===== src/rtl/pvid_pkg.sv =====
package pvid_pkg;
    typedef enum logic [1:0] {
        FMT_RAW14 = 2'd0,
        FMT_MONO8 = 2'd1,
        FMT_YC16  = 2'd2,
        FMT_DC8   = 2'd3
    } fmt_e;
endpackage


===== src/rtl/pvid_capture.sv =====
// Registers the camera strobes and bus, then derives beat, line-end and frame events.
module pvid_capture #(
    parameter int BUS_W    = 16,
    parameter int FE_DELAY = 3
) (
    input  logic             clk,
    input  logic             rst_n,
    input  logic             line_valid_i,
    input  logic             frame_valid_i,
    input  logic [BUS_W-1:0] bus_i,
    output logic             beat_o,
    output logic [BUS_W-1:0] word_o,
    output logic             line_end_o,
    output logic             frame_start_o,
    output logic             frame_end_o
);
    typedef struct packed {
        logic                lv;
        logic                fv;
        logic                fv_prev;
        logic [BUS_W-1:0]    word;
        logic                beat_prev;
        logic                line_end;
        logic [FE_DELAY-1:0] fe_sr;
    } cap_state_t;

    cap_state_t st_d, st_q;
    logic beat_now;
    logic fv_fall;

    always_comb begin
        st_d          = st_q;
        beat_now      = st_q.lv & st_q.fv;
        fv_fall       = st_q.fv_prev & ~st_q.fv;
        st_d.lv       = line_valid_i;
        st_d.fv       = frame_valid_i;
        st_d.fv_prev  = st_q.fv;
        st_d.word     = bus_i;
        st_d.beat_prev = beat_now;
        st_d.line_end = st_q.beat_prev & ~beat_now;
        st_d.fe_sr    = {st_q.fe_sr[FE_DELAY-2:0], fv_fall};
    end

    always_ff @(posedge clk) begin
        if (!rst_n) st_q <= '0;
        else        st_q <= st_d;
    end

    assign beat_o        = st_q.lv & st_q.fv;
    assign word_o        = st_q.word;
    assign line_end_o    = st_q.line_end;
    assign frame_start_o = st_q.fv & ~st_q.fv_prev;
    assign frame_end_o   = st_q.fe_sr[FE_DELAY-1];
endmodule


===== src/rtl/pvid_formatter.sv =====
// Turns bus beats into pixels per format; rebuilds double-clocked luma/chroma pairs.
module pvid_formatter
    import pvid_pkg::*;
#(
    parameter int BUS_W = 16,
    parameter int RAW_W = 14,
    parameter int BYTE_W = 8
) (
    input  logic             clk,
    input  logic             rst_n,
    input  logic [1:0]       fmt_i,
    input  logic             order_i,
    input  logic             beat_i,
    input  logic [BUS_W-1:0] word_i,
    input  logic             line_end_i,
    input  logic             frame_start_i,
    output logic             f_valid_o,
    output logic [BUS_W-1:0] f_data_o,
    output logic             f_sof_o,
    output logic             align_err_o
);
    localparam int GRP_BEATS = 4;
    localparam int IDX_W     = $clog2(GRP_BEATS);

    typedef struct packed {
        logic [IDX_W-1:0]  idx;
        logic [BYTE_W-1:0] b0;
        logic [BYTE_W-1:0] b1;
        logic [BYTE_W-1:0] b2;
        logic              pend_valid;
        logic [BUS_W-1:0]  pend;
        logic              first;
        logic              err;
    } fmt_state_t;

    fmt_state_t st_d, st_q;
    fmt_e       fmt;
    logic [BYTE_W-1:0] cur_byte;
    logic [BYTE_W-1:0] y0, cb, y1, cr;
    logic              first_now;

    always_comb begin
        st_d      = st_q;
        fmt       = fmt_e'(fmt_i);
        cur_byte  = word_i[BYTE_W-1:0];
        y0        = order_i ? st_q.b1 : st_q.b0;
        cb        = order_i ? st_q.b0 : st_q.b1;
        y1        = order_i ? cur_byte : st_q.b2;
        cr        = order_i ? st_q.b2 : cur_byte;
        f_valid_o = 1'b0;
        f_data_o  = '0;
        first_now = st_q.first | frame_start_i;

        if (st_q.pend_valid) begin
            f_valid_o       = 1'b1;
            f_data_o        = st_q.pend;
            st_d.pend_valid = 1'b0;
        end

        if (frame_start_i) begin
            st_d.first = 1'b1;
            st_d.idx   = '0;
        end

        if (beat_i) begin
            unique case (fmt)
                FMT_RAW14: begin
                    f_valid_o = 1'b1;
                    f_data_o  = {{(BUS_W-RAW_W){1'b0}}, word_i[RAW_W-1:0]};
                end
                FMT_MONO8: begin
                    f_valid_o = 1'b1;
                    f_data_o  = {{(BUS_W-BYTE_W){1'b0}}, cur_byte};
                end
                FMT_YC16: begin
                    f_valid_o = 1'b1;
                    f_data_o  = word_i;
                end
                FMT_DC8: begin
                    st_d.idx = st_q.idx + 1'b1;
                    case (st_q.idx)
                        2'd0: st_d.b0 = cur_byte;
                        2'd1: st_d.b1 = cur_byte;
                        2'd2: st_d.b2 = cur_byte;
                        default: begin
                            f_valid_o       = 1'b1;
                            f_data_o        = {y0, cb};
                            st_d.pend       = {y1, cr};
                            st_d.pend_valid = 1'b1;
                        end
                    endcase
                end
                default: ;
            endcase
        end

        if (line_end_i) begin
            if (fmt == FMT_DC8 && st_q.idx != '0) st_d.err = 1'b1;
            st_d.idx = '0;
        end

        f_sof_o = f_valid_o & first_now;
        if (f_valid_o) st_d.first = 1'b0;
    end

    always_ff @(posedge clk) begin
        if (!rst_n) st_q <= '0;
        else        st_q <= st_d;
    end

    assign align_err_o = st_q.err;

    assert_err_sticky_R10: assert property (@(posedge clk) disable iff (!rst_n)
        align_err_o |=> align_err_o);
endmodule


===== src/rtl/pvid_out_stage.sv =====
// Holds one pixel back so the last pixel of a line can carry the end-of-line flag.
module pvid_out_stage #(
    parameter int BUS_W = 16
) (
    input  logic             clk,
    input  logic             rst_n,
    input  logic             f_valid_i,
    input  logic [BUS_W-1:0] f_data_i,
    input  logic             f_sof_i,
    input  logic             line_end_i,
    output logic             pix_valid_o,
    output logic [BUS_W-1:0] pix_data_o,
    output logic             pix_sof_o,
    output logic             pix_eol_o
);
    typedef struct packed {
        logic             hold_valid;
        logic [BUS_W-1:0] hold;
        logic             hold_sof;
        logic             valid;
        logic [BUS_W-1:0] data;
        logic             sof;
        logic             eol;
    } out_state_t;

    out_state_t st_d, st_q;

    always_comb begin
        st_d       = st_q;
        st_d.valid = 1'b0;
        st_d.data  = '0;
        st_d.sof   = 1'b0;
        st_d.eol   = 1'b0;
        if (f_valid_i) begin
            if (st_q.hold_valid) begin
                st_d.valid = 1'b1;
                st_d.data  = st_q.hold;
                st_d.sof   = st_q.hold_sof;
            end
            st_d.hold_valid = 1'b1;
            st_d.hold       = f_data_i;
            st_d.hold_sof   = f_sof_i;
        end else if (line_end_i && st_q.hold_valid) begin
            st_d.valid      = 1'b1;
            st_d.data       = st_q.hold;
            st_d.sof        = st_q.hold_sof;
            st_d.eol        = 1'b1;
            st_d.hold_valid = 1'b0;
        end
    end

    always_ff @(posedge clk) begin
        if (!rst_n) st_q <= '0;
        else        st_q <= st_d;
    end

    assign pix_valid_o = st_q.valid;
    assign pix_data_o  = st_q.data;
    assign pix_sof_o   = st_q.sof;
    assign pix_eol_o   = st_q.eol;

    assert_sof_with_pixel_R8: assert property (@(posedge clk) disable iff (!rst_n)
        pix_sof_o |-> pix_valid_o);
    assert_eol_with_pixel_R9: assert property (@(posedge clk) disable iff (!rst_n)
        pix_eol_o |-> pix_valid_o);
    assert_gap_after_eol_R9: assert property (@(posedge clk) disable iff (!rst_n)
        pix_eol_o |=> !pix_valid_o);
endmodule


===== src/rtl/pvid_line_stats.sv =====
// Counts output pixels per line and lines per frame; latches them at frame end.
module pvid_line_stats #(
    parameter int CNT_W = 12
) (
    input  logic             clk,
    input  logic             rst_n,
    input  logic             pix_valid_i,
    input  logic             pix_eol_i,
    input  logic             frame_end_i,
    output logic             frame_done_o,
    output logic [CNT_W-1:0] line_pixels_o,
    output logic [CNT_W-1:0] frame_lines_o
);
    typedef struct packed {
        logic [CNT_W-1:0] pix_cnt;
        logic [CNT_W-1:0] line_cnt;
        logic [CNT_W-1:0] last_len;
        logic [CNT_W-1:0] lp;
        logic [CNT_W-1:0] fl;
        logic             done;
    } stat_state_t;

    stat_state_t st_d, st_q;

    always_comb begin
        st_d      = st_q;
        st_d.done = 1'b0;
        if (pix_valid_i) begin
            st_d.pix_cnt = st_q.pix_cnt + 1'b1;
            if (pix_eol_i) begin
                st_d.last_len = st_q.pix_cnt + 1'b1;
                st_d.pix_cnt  = '0;
                st_d.line_cnt = st_q.line_cnt + 1'b1;
            end
        end
        if (frame_end_i) begin
            st_d.lp       = st_d.last_len;
            st_d.fl       = st_d.line_cnt;
            st_d.line_cnt = '0;
            st_d.last_len = '0;
            st_d.done     = 1'b1;
        end
    end

    always_ff @(posedge clk) begin
        if (!rst_n) st_q <= '0;
        else        st_q <= st_d;
    end

    assign frame_done_o  = st_q.done;
    assign line_pixels_o = st_q.lp;
    assign frame_lines_o = st_q.fl;

    assert_done_pulse_R11: assert property (@(posedge clk) disable iff (!rst_n)
        frame_done_o |=> !frame_done_o);
endmodule


===== src/rtl/pvid_rx.sv =====
module pvid_rx #(
    parameter int BUS_W = 16,
    parameter int RAW_W = 14,
    parameter int CNT_W = 12
) (
    input  logic             clk,
    input  logic             rst_n,
    input  logic [1:0]       fmt_i,
    input  logic             order_i,
    input  logic             line_valid_i,
    input  logic             frame_valid_i,
    input  logic [BUS_W-1:0] bus_i,
    output logic             pix_valid_o,
    output logic [BUS_W-1:0] pix_data_o,
    output logic             pix_sof_o,
    output logic             pix_eol_o,
    output logic             align_err_o,
    output logic             frame_done_o,
    output logic [CNT_W-1:0] line_pixels_o,
    output logic [CNT_W-1:0] frame_lines_o
);
    localparam int FE_DELAY = 3;

    logic             beat, line_end, frame_start, frame_end;
    logic [BUS_W-1:0] word;
    logic             f_valid, f_sof;
    logic [BUS_W-1:0] f_data;

    pvid_capture #(.BUS_W(BUS_W), .FE_DELAY(FE_DELAY)) u_cap (
        .clk, .rst_n, .line_valid_i, .frame_valid_i, .bus_i,
        .beat_o(beat), .word_o(word), .line_end_o(line_end),
        .frame_start_o(frame_start), .frame_end_o(frame_end));

    pvid_formatter #(.BUS_W(BUS_W), .RAW_W(RAW_W)) u_fmt (
        .clk, .rst_n, .fmt_i, .order_i, .beat_i(beat), .word_i(word),
        .line_end_i(line_end), .frame_start_i(frame_start),
        .f_valid_o(f_valid), .f_data_o(f_data), .f_sof_o(f_sof),
        .align_err_o);

    pvid_out_stage #(.BUS_W(BUS_W)) u_out (
        .clk, .rst_n, .f_valid_i(f_valid), .f_data_i(f_data), .f_sof_i(f_sof),
        .line_end_i(line_end), .pix_valid_o, .pix_data_o, .pix_sof_o, .pix_eol_o);

    pvid_line_stats #(.CNT_W(CNT_W)) u_stats (
        .clk, .rst_n, .pix_valid_i(pix_valid_o), .pix_eol_i(pix_eol_o),
        .frame_end_i(frame_end), .frame_done_o, .line_pixels_o, .frame_lines_o);
endmodule


===== config.mk =====
export PLATFORM = sky130hd
export DESIGN_NAME = pvid_rx
export DESIGN_NICKNAME = d
export VERILOG_FILES = /design/src/rtl/pvid_pkg.sv /design/src/rtl/pvid_capture.sv /design/src/rtl/pvid_formatter.sv /design/src/rtl/pvid_out_stage.sv /design/src/rtl/pvid_line_stats.sv /design/src/rtl/pvid_rx.sv
export SDC_FILE = /design/constraint.sdc
export NUM_CORES = 1
export LEC_CHECK = 0
export BUFFER_PORTS_ARGS = -buffer_cell sky130_fd_sc_hd__buf_2
export CAP_MARGIN = 20
export CORE_MARGIN = 2
export CORE_UTILIZATION = 66
export CTS_BUF_LIST = sky130_fd_sc_hd__clkbuf_8
export DETAILED_ROUTE_END_ITERATION = 10
export PLACE_DENSITY_LB_ADDON = 0.15
export SETUP_SLACK_MARGIN = 0.15
export SYNTH_ARGS = -nofsm -noshare
export SYNTH_HDL_FRONTEND = slang
export SYNTH_HIERARCHICAL = 1
export SYNTH_SLANG_ARGS = --single-unit
export TNS_END_PERCENT = 20

===== constraint.sdc =====
create_clock -name clk -period 5.2 [get_ports clk]
set_clock_uncertainty 0.1 [all_clocks]
set_input_delay 0.78 -clock clk [delete_from_list [all_inputs] [get_ports clk]]
set_output_delay 0.78 -clock clk [all_outputs]
set_load 0.05 [all_outputs]

==> flow_summary.json, run 1 <==
{
  "outcome": "finished clean",
  "hold_viol": 0,
  "fp.dieW_um": 108.9,
  "post_cts_buffers": 0,
  "setup_tns_ps": 0,
  "worst-setup-path-type": "reg -> reg",
  "placed_area_sq_um": 7022,
  "final.fill_count": 857,
  "gr-total-overflow": 0,
  "grt_max_degree": 59,
  "first_global_vias": 4855,
  "cts_resized": 0,
  "synth_edf_count": 0,
  "drt_iter0_drc": 252,
  "synth_ff_type": "dfxtp_1",
  "path_max_fanout": 20,
  "grt.total_usage_pct": 24.65,
  "max_freq_mhz": 371.3,
  "finalInstanceArea_sq_um": 7526,
  "initial_core_util_pct": 67.28,
  "worst-r2r-cell-count": 5,
  "setup_viol": 0,
  "fin_crit_sh_pct": 51.80,
  "startpoint_type": "register",
  "final_layout_size_suffix_gt1_share_pct": 15.78,
  "clk_pin_slew_ps": 80,
  "synthDistinctLibCells": 54,
  "hold_path_depth": 1,
  "vdd_drop_max_uv": 227.4,
  "htree_levels": 4,
  "worst_pin_slew_ps": 988.7,
  "power_leakage_nw": 3.129,
  "relSlewSlack_pct": 34.08,
  "yosys_warnings": 6,
  "syn-num-nets": 782,
  "drt_pass1_iterations": 5,
  "yosysMostFrequentCell": "dfxtp_1",
  "ant_nets": 0,
  "slowest_delay_ps": 770,
  "max-cap-violations": 0,
  "synth_seq_cells": 167,
  "row_count": 38,
  "synth_top_cell_by_area": "dfxtp_1",
  "cts_root_buf": "clkbuf_8",
  "drt_wl_total_um": 14110,
  "gp_congestion": 0.8170,
  "dp_hpwl_um": 9456,
  "end_kind": "register",
  "synth_area_leaders": "dfxtp_1 46%, mux2i_1 7.6%, buf_4 6.6%",
  "yosysTopAreaCellShare_pct": 46.04,
  "design.die.area_sq_um": 11860,
  "yosysSeqAreaShare_pct": 46.04,
  "fin_crit_ps": 2693,
  "final_net_count": 764,
  "synth.avg_cell_area_sq_um": 9.644,
  "hold_class": "reg -> reg",
  "die_h_um": 108.9,
  "diodes": 0,
  "area_delta_synth_final_pct": 3.635,
  "cp_slowest_cell": "or2_1",
  "io-pin-count": 68,
  "clock-sinks": 167,
  "grt_pass1_wl_um": 22740,
  "drc": 0,
  "worstPathArrival_ps": 2980,
  "grt_setup_unrepaired": "false",
  "cts_inserted_buffers": 17,
  "synthCells": 753,
  "yosys-top-cells-count": "167 x dfxtp_1, 64 x buf_4, 57 x nor2_1, 55 x mux2i_1, 45 x and2_1",
  "setup_slack_ps": 2507,
  "io_buffer_count": 67,
  "drv_slew": 0,
  "power_density_nw_per_um2": 325.3,
  "drt-wirelength-per-cell_um": 15.89,
  "crit_chain": "and2_1, and2_1, or2_1, o211a_2, and2_1",
  "clk_latency_ps": 450,
  "crit_top_cell": "and2_1",
  "synth_area_sq_um": 7262,
  "pre_cts_slack_ps": 2136,
  "cts_tree": "built",
  "required_ps": 5490,
  "vias_per_cell": 5.738,
  "async_flop_share_pct": 0,
  "via_count": 5095,
  "holdBufCountCts": 0,
  "core_sq_um": 10790,
  "multi_input_area_sq_um": 3127,
  "final-seq-area_sq_um": 3343,
  "antenna_found_initial": 0,
  "holdWs_ps": 328.0,
  "clockBufferDepth": 2
}
## sequential cells by signal (all words and copies together) (netlist names)
| register | flops |
|---|---|
| u_fmt/st_q | 44 |
| u_cap/st_q | 3 |
| u_out/pix_valid_o | 1 |
| u_cap/line_end_o | 1 |
| u_out/st_q | 18 |
| u_stats/frame_done_o | 1 |
| u_stats/frame_lines_o | 12 |
| u_cap/st_d | 3 |
| u_cap/word_o | 16 |
| u_stats/st_q | 36 |
| u_cap/frame_end_o | 1 |
| u_out/pix_eol_o | 1 |
| u_out/pix_sof_o | 1 |
| u_fmt/align_err_o | 1 |
| u_stats/line_pixels_o | 12 |
| u_out/pix_data_o | 16 |
## metrics by stage
step                utilization [%]  power (mW)  std cells
floorplan                         -       1.392        753
global placement              65.06       1.395        855
detailed placement            65.06       1.398        855
CTS                           69.48       2.466        887
global route                  69.73       2.536        888
finish                        69.73       2.448        888
## layer usage
layer,global-route usage (%),share of wire [%],wire (um)
met1,27.97,42,5971
met2,44.94,52,7354
met3,5.320,4.2,594
met4,9.432,1.3,187
met5,0,0,0
## path summary, 6_finish.rpt
check                               endpoint                       from  slack, ps
min reg2reg         u_cap/st_d[2]$_SDFF_PN0_   u_cap/st_d[1]$_SDFF_PN0_        330
max reg2reg  u_out/pix_data_o[14]$_SDFF_PN0_  u_cap/st_d[21]$_SDFF_PN0_       2510
min                 u_cap/st_d[2]$_SDFF_PN0_   u_cap/st_d[1]$_SDFF_PN0_        330
max          u_out/pix_data_o[14]$_SDFF_PN0_  u_cap/st_d[21]$_SDFF_PN0_       2510
## logic make-up after synthesis
family | Yosys count | synth area share, %
AOI/OAI and AO/OA | 141 | 13.58
buffers and inverters | 114 | 10.91
muxes | 55 | 7.581
adders and majority gates | 6 | 1.034
DFF | 167 | 46.04
xor gates and xnor gates | 16 | 1.930
and+or+nand+nor | 254 | 18.94
## final cells by class
class                      count  area share, %
inverter                       7         0.3491
sequential                   167          44.42
timing repair buffer          70          5.021
multi-input combinational    472          41.55
clock buffer                  18          3.292
tap                          140          2.328
clock inverter                14          3.042
## report_power, final
part	leakage, nW	switching [mW]	internal [mW]
clock network	0.238	0.452	0.629
registers	1.35	0.00764	1.29
logic	1.54	0.0464	0.0260
total	3.13	0.506	1.94
## cell usage in the layout (no fill, tap or decap), drive strengths merged, types with 6 or more instances in the layout
cell,Yosys,routed
ha,6,6
xnor2,6,6
bufinv,0,6
nor2b,24,24
buf,95,70
o211a,17,17
xor2,10,10
a211oi,8,8
a311oi,6,6
a221o,16,16
a21oi,24,24
dfxtp,167,167
and2,45,45
nand4,10,10
nor3,7,7
inv,6,6
mux2i,55,55
o21ai,51,51
clkbuf,12,18
nand3,36,36
and3,8,8
nand2,42,42
clkinv,1,7
nor2,59,59
## worst max-delay path: cells and delay by family, from the launching register on
family / cells / cell delay (ps)
AND/OR/NAND/NOR: 4 / 1670
AO/OA/AOI/OAI: 1 / 470
flip-flops: 1 / 380
No activity file was read; power rests on OpenSTA's default activity.
==> run 2: changes to the inputs <==
Settings changed: ABC_AREA set to 1, CORE_UTILIZATION 66 to 62.
Clock period 5.2 ns to 2.6 ns, I/O delays scaled along.
==> run 2 against run 1 <==
Against the previous run:
- global-route usage is 0.57 points higher
- die area is 9.3% higher
- combinational power rose to 2.7 times the previous value
- sequential cell count unchanged
==> flow_summary.json, run 2 <==
{
  "outcome": "finished clean",
  "drt-wirelength-per-cell_um": 13.21,
  "final_core_util_pct": 67.18,
  "cp_slowest_cell": "nand2_1",
  "multi_input_area_sq_um": 3078,
  "initial_core_util_pct": 62.78,
  "power_density_nw_per_um2": 586.8,
  "final.fill_count": 1055,
  "die_h_um": 113.8,
  "clk_latency_ps": 460,
  "ant_nets": 0,
  "fin_crit_sh_pct": 72.38,
  "pre_cts_slack_ps": 713.5,
  "drv_slew": 0,
  "finalNonFillerCells": 1188,
  "worst-setup-path-type": "reg -> reg",
  "mostFrequentLayoutCells": "226 x nand2_1, 167 x dfxtp_1, 158 x nor2_1, 95 x inv_1, 82 x o21ai_0",
  "max_freq_mhz": 531.4,
  "row_count": 40,
  "yosysSeqAreaShare_pct": 44.70,
  "gr-total-overflow": 0,
  "power_leakage_nw": 3.728,
  "dp.cells": 1139,
  "setup_slack_ps": 718.2,
  "drc": 0,
  "cts_resized": 0,
  "clk_pin_slew_ps": 80,
  "io-pin-count": 68,
  "io_buffer_count": 67,
  "via_count": 6012,
  "grt_setup_unrepaired": "false",
  "startpoint_type": "register",
  "yosys_warnings": 6,
  "drt_iter0_drc": 480,
  "synthDistinctLibCells": 40,
  "worstPathArrival_ps": 2140,
  "cts_tree": "built",
  "relSlewSlack_pct": 49.35,
  "crit_chain": "ha_1, o21ai_2, nand2_1, buf_4, o21ai_0, nor2_1",
  "syn-num-nets": 1040,
  "end_kind": "register",
  "synth_top_cell_by_area": "dfxtp_1",
  "diodes": 0,
  "gp_congestion": 0.9165,
  "synth_seq_cells": 167,
  "async_flop_share_pct": 0,
  "largestRegisters": "u_fmt/st_q x44, u_stats/st_q x36, u_out/st_q x18",
  "holdBufCountCts": 18,
  "yosysMostFrequentCell": "nand2_1",
  "core_sq_um": 11910,
  "synthCells": 1011,
  "top_register": "u_fmt/st_q",
  "vdd_drop_max_uv": 377.2,
  "finalInstanceArea_sq_um": 8003,
  "hold_viol": 0,
  "worst_pin_slew_ps": 758.9,
  "clockBufferDepth": 2,
  "synth_area_leaders": "dfxtp_1 45%, nand2_1 11%, nor2_1 7.9%",
  "placed_area_sq_um": 7413,
  "required_ps": 2860,
  "drt_pass1_iterations": 5,
  "largest_reg_flops": 44,
  "final_layout_size_suffix_gt1_share_pct": 14.12,
  "first_global_vias": 5500,
  "cts_root_buf": "clkbuf_8",
  "fin_crit_ps": 1882,
  "synth_ff_type": "dfxtp_1",
  "post_cts_buffers": 0,
  "p_total_mw": 4.696,
  "grt_pass1_wl_um": 25820,
  "synth_edf_count": 0,
  "max-cap-violations": 0,
  "final-seq-area_sq_um": 3343,
  "dp_hpwl_um": 10540,
  "slowest_delay_ps": 370,
  "vias_per_cell": 5.061,
  "layout_commonest_cell": "nand2_1",
  "yosys-top-cells-count": "226 x nand2_1, 167 x dfxtp_1, 158 x nor2_1, 91 x inv_1, 82 x o21ai_0",
  "antenna_found_initial": 0,
  "synth.avg_cell_area_sq_um": 7.397,
  "path_max_fanout": 13,
  "clock-sinks": 167,
  "htree_levels": 4,
  "grt_max_degree": 35,
  "design.die.area_sq_um": 12960,
  "fp.dieW_um": 113.8,
  "cts_inserted_buffers": 17,
  "final_net_count": 1058,
  "setup_viol": 0,
  "area_delta_synth_final_pct": 7.010,
  "grt.total_usage_pct": 25.23,
  "drt_wl_total_um": 15690,
  "synth_area_sq_um": 7478,
  "yosysTopAreaCellShare_pct": 44.70,
  "holdWs_ps": 103.1,
  "hold_class": "in -> reg",
  "setup_tns_ps": 0
}
-- run 2: changes by cell type after synthesis, sizes merged, moves of 37 or more --
cell,previous run,this run
nor2,59,170
o21ai,51,88
inv,6,96
nand2,42,231
and2,45,0
nand3,36,81
mux2i,55,2
-- run 2: cell type report --
type                    instances  share of cell area [%]
clock inverters                11                   1.673
well taps                     147                   2.298
clock buffers                  20                   3.440
multi-input cells             648                   38.46
repair buffers                 99                   7.755
flip-flops and latches        167                   41.78
inverters                      96                   4.597
-- run 2: report_power, final --
part	internal (mW)	leakage (nW)	switching, mW
clock network	1.01	0.216	0.898
registers	2.58	1.35	0.0154
logic	0.0668	2.16	0.126
-- run 2: final timing paths --
| check | startpoint | endpoint | slack (ps) | cells past startpoint |
|---|---|---|---|---|
| setup / recovery | u_fmt/st_q[43]$_SDFF_PP0_ | u_out/st_q[25]$_SDFFE_PN0P_ | 720 | 6 |
| hold / removal | rst_n | u_cap/word_o[10]$_SDFF_PN0_ | 100 | 3 |
| setup reg to reg | u_fmt/st_q[43]$_SDFF_PP0_ | u_out/st_q[25]$_SDFFE_PN0P_ | 720 | 6 |
| hold reg to reg | u_cap/st_q[4]$_SDFF_PN0_ | u_cap/line_end_o$_SDFF_PN0_ | 320 | 2 |
-- run 2: logic make-up after synthesis --
| kind of cell | synth area share [%] |
|---|---|
| and+or+nand+nor | 30.67 |
| muxes | 0.2677 |
| DFF | 44.70 |
| adders and majority gates | 1.004 |
| xor gates and xnor gates | 1.405 |
| buffers and inverters | 14.14 |
| AOI/OAI and AO/OA | 7.813 |
-- run 2: worst max-delay path: cells and delay by family (launching register included) --
kind                       cells  cell delay, ps
DFF                            1             340
buffers and inverters          1             300
and+or+nand+nor                2             430
adders and majority gates      1             260
AOI/OAI and AO/OA              2             350
-- run 2: per-layer routing --
layer  vias to the layer above  share of wire (%)  GRT usage (%)
li1                       3138                  -              -
met1                      2707                 46          31.15
met2                       135                 48          43.23
met3                        32                3.3          4.835
met4                         0                2.3          10.73
met5                         -                  0              0
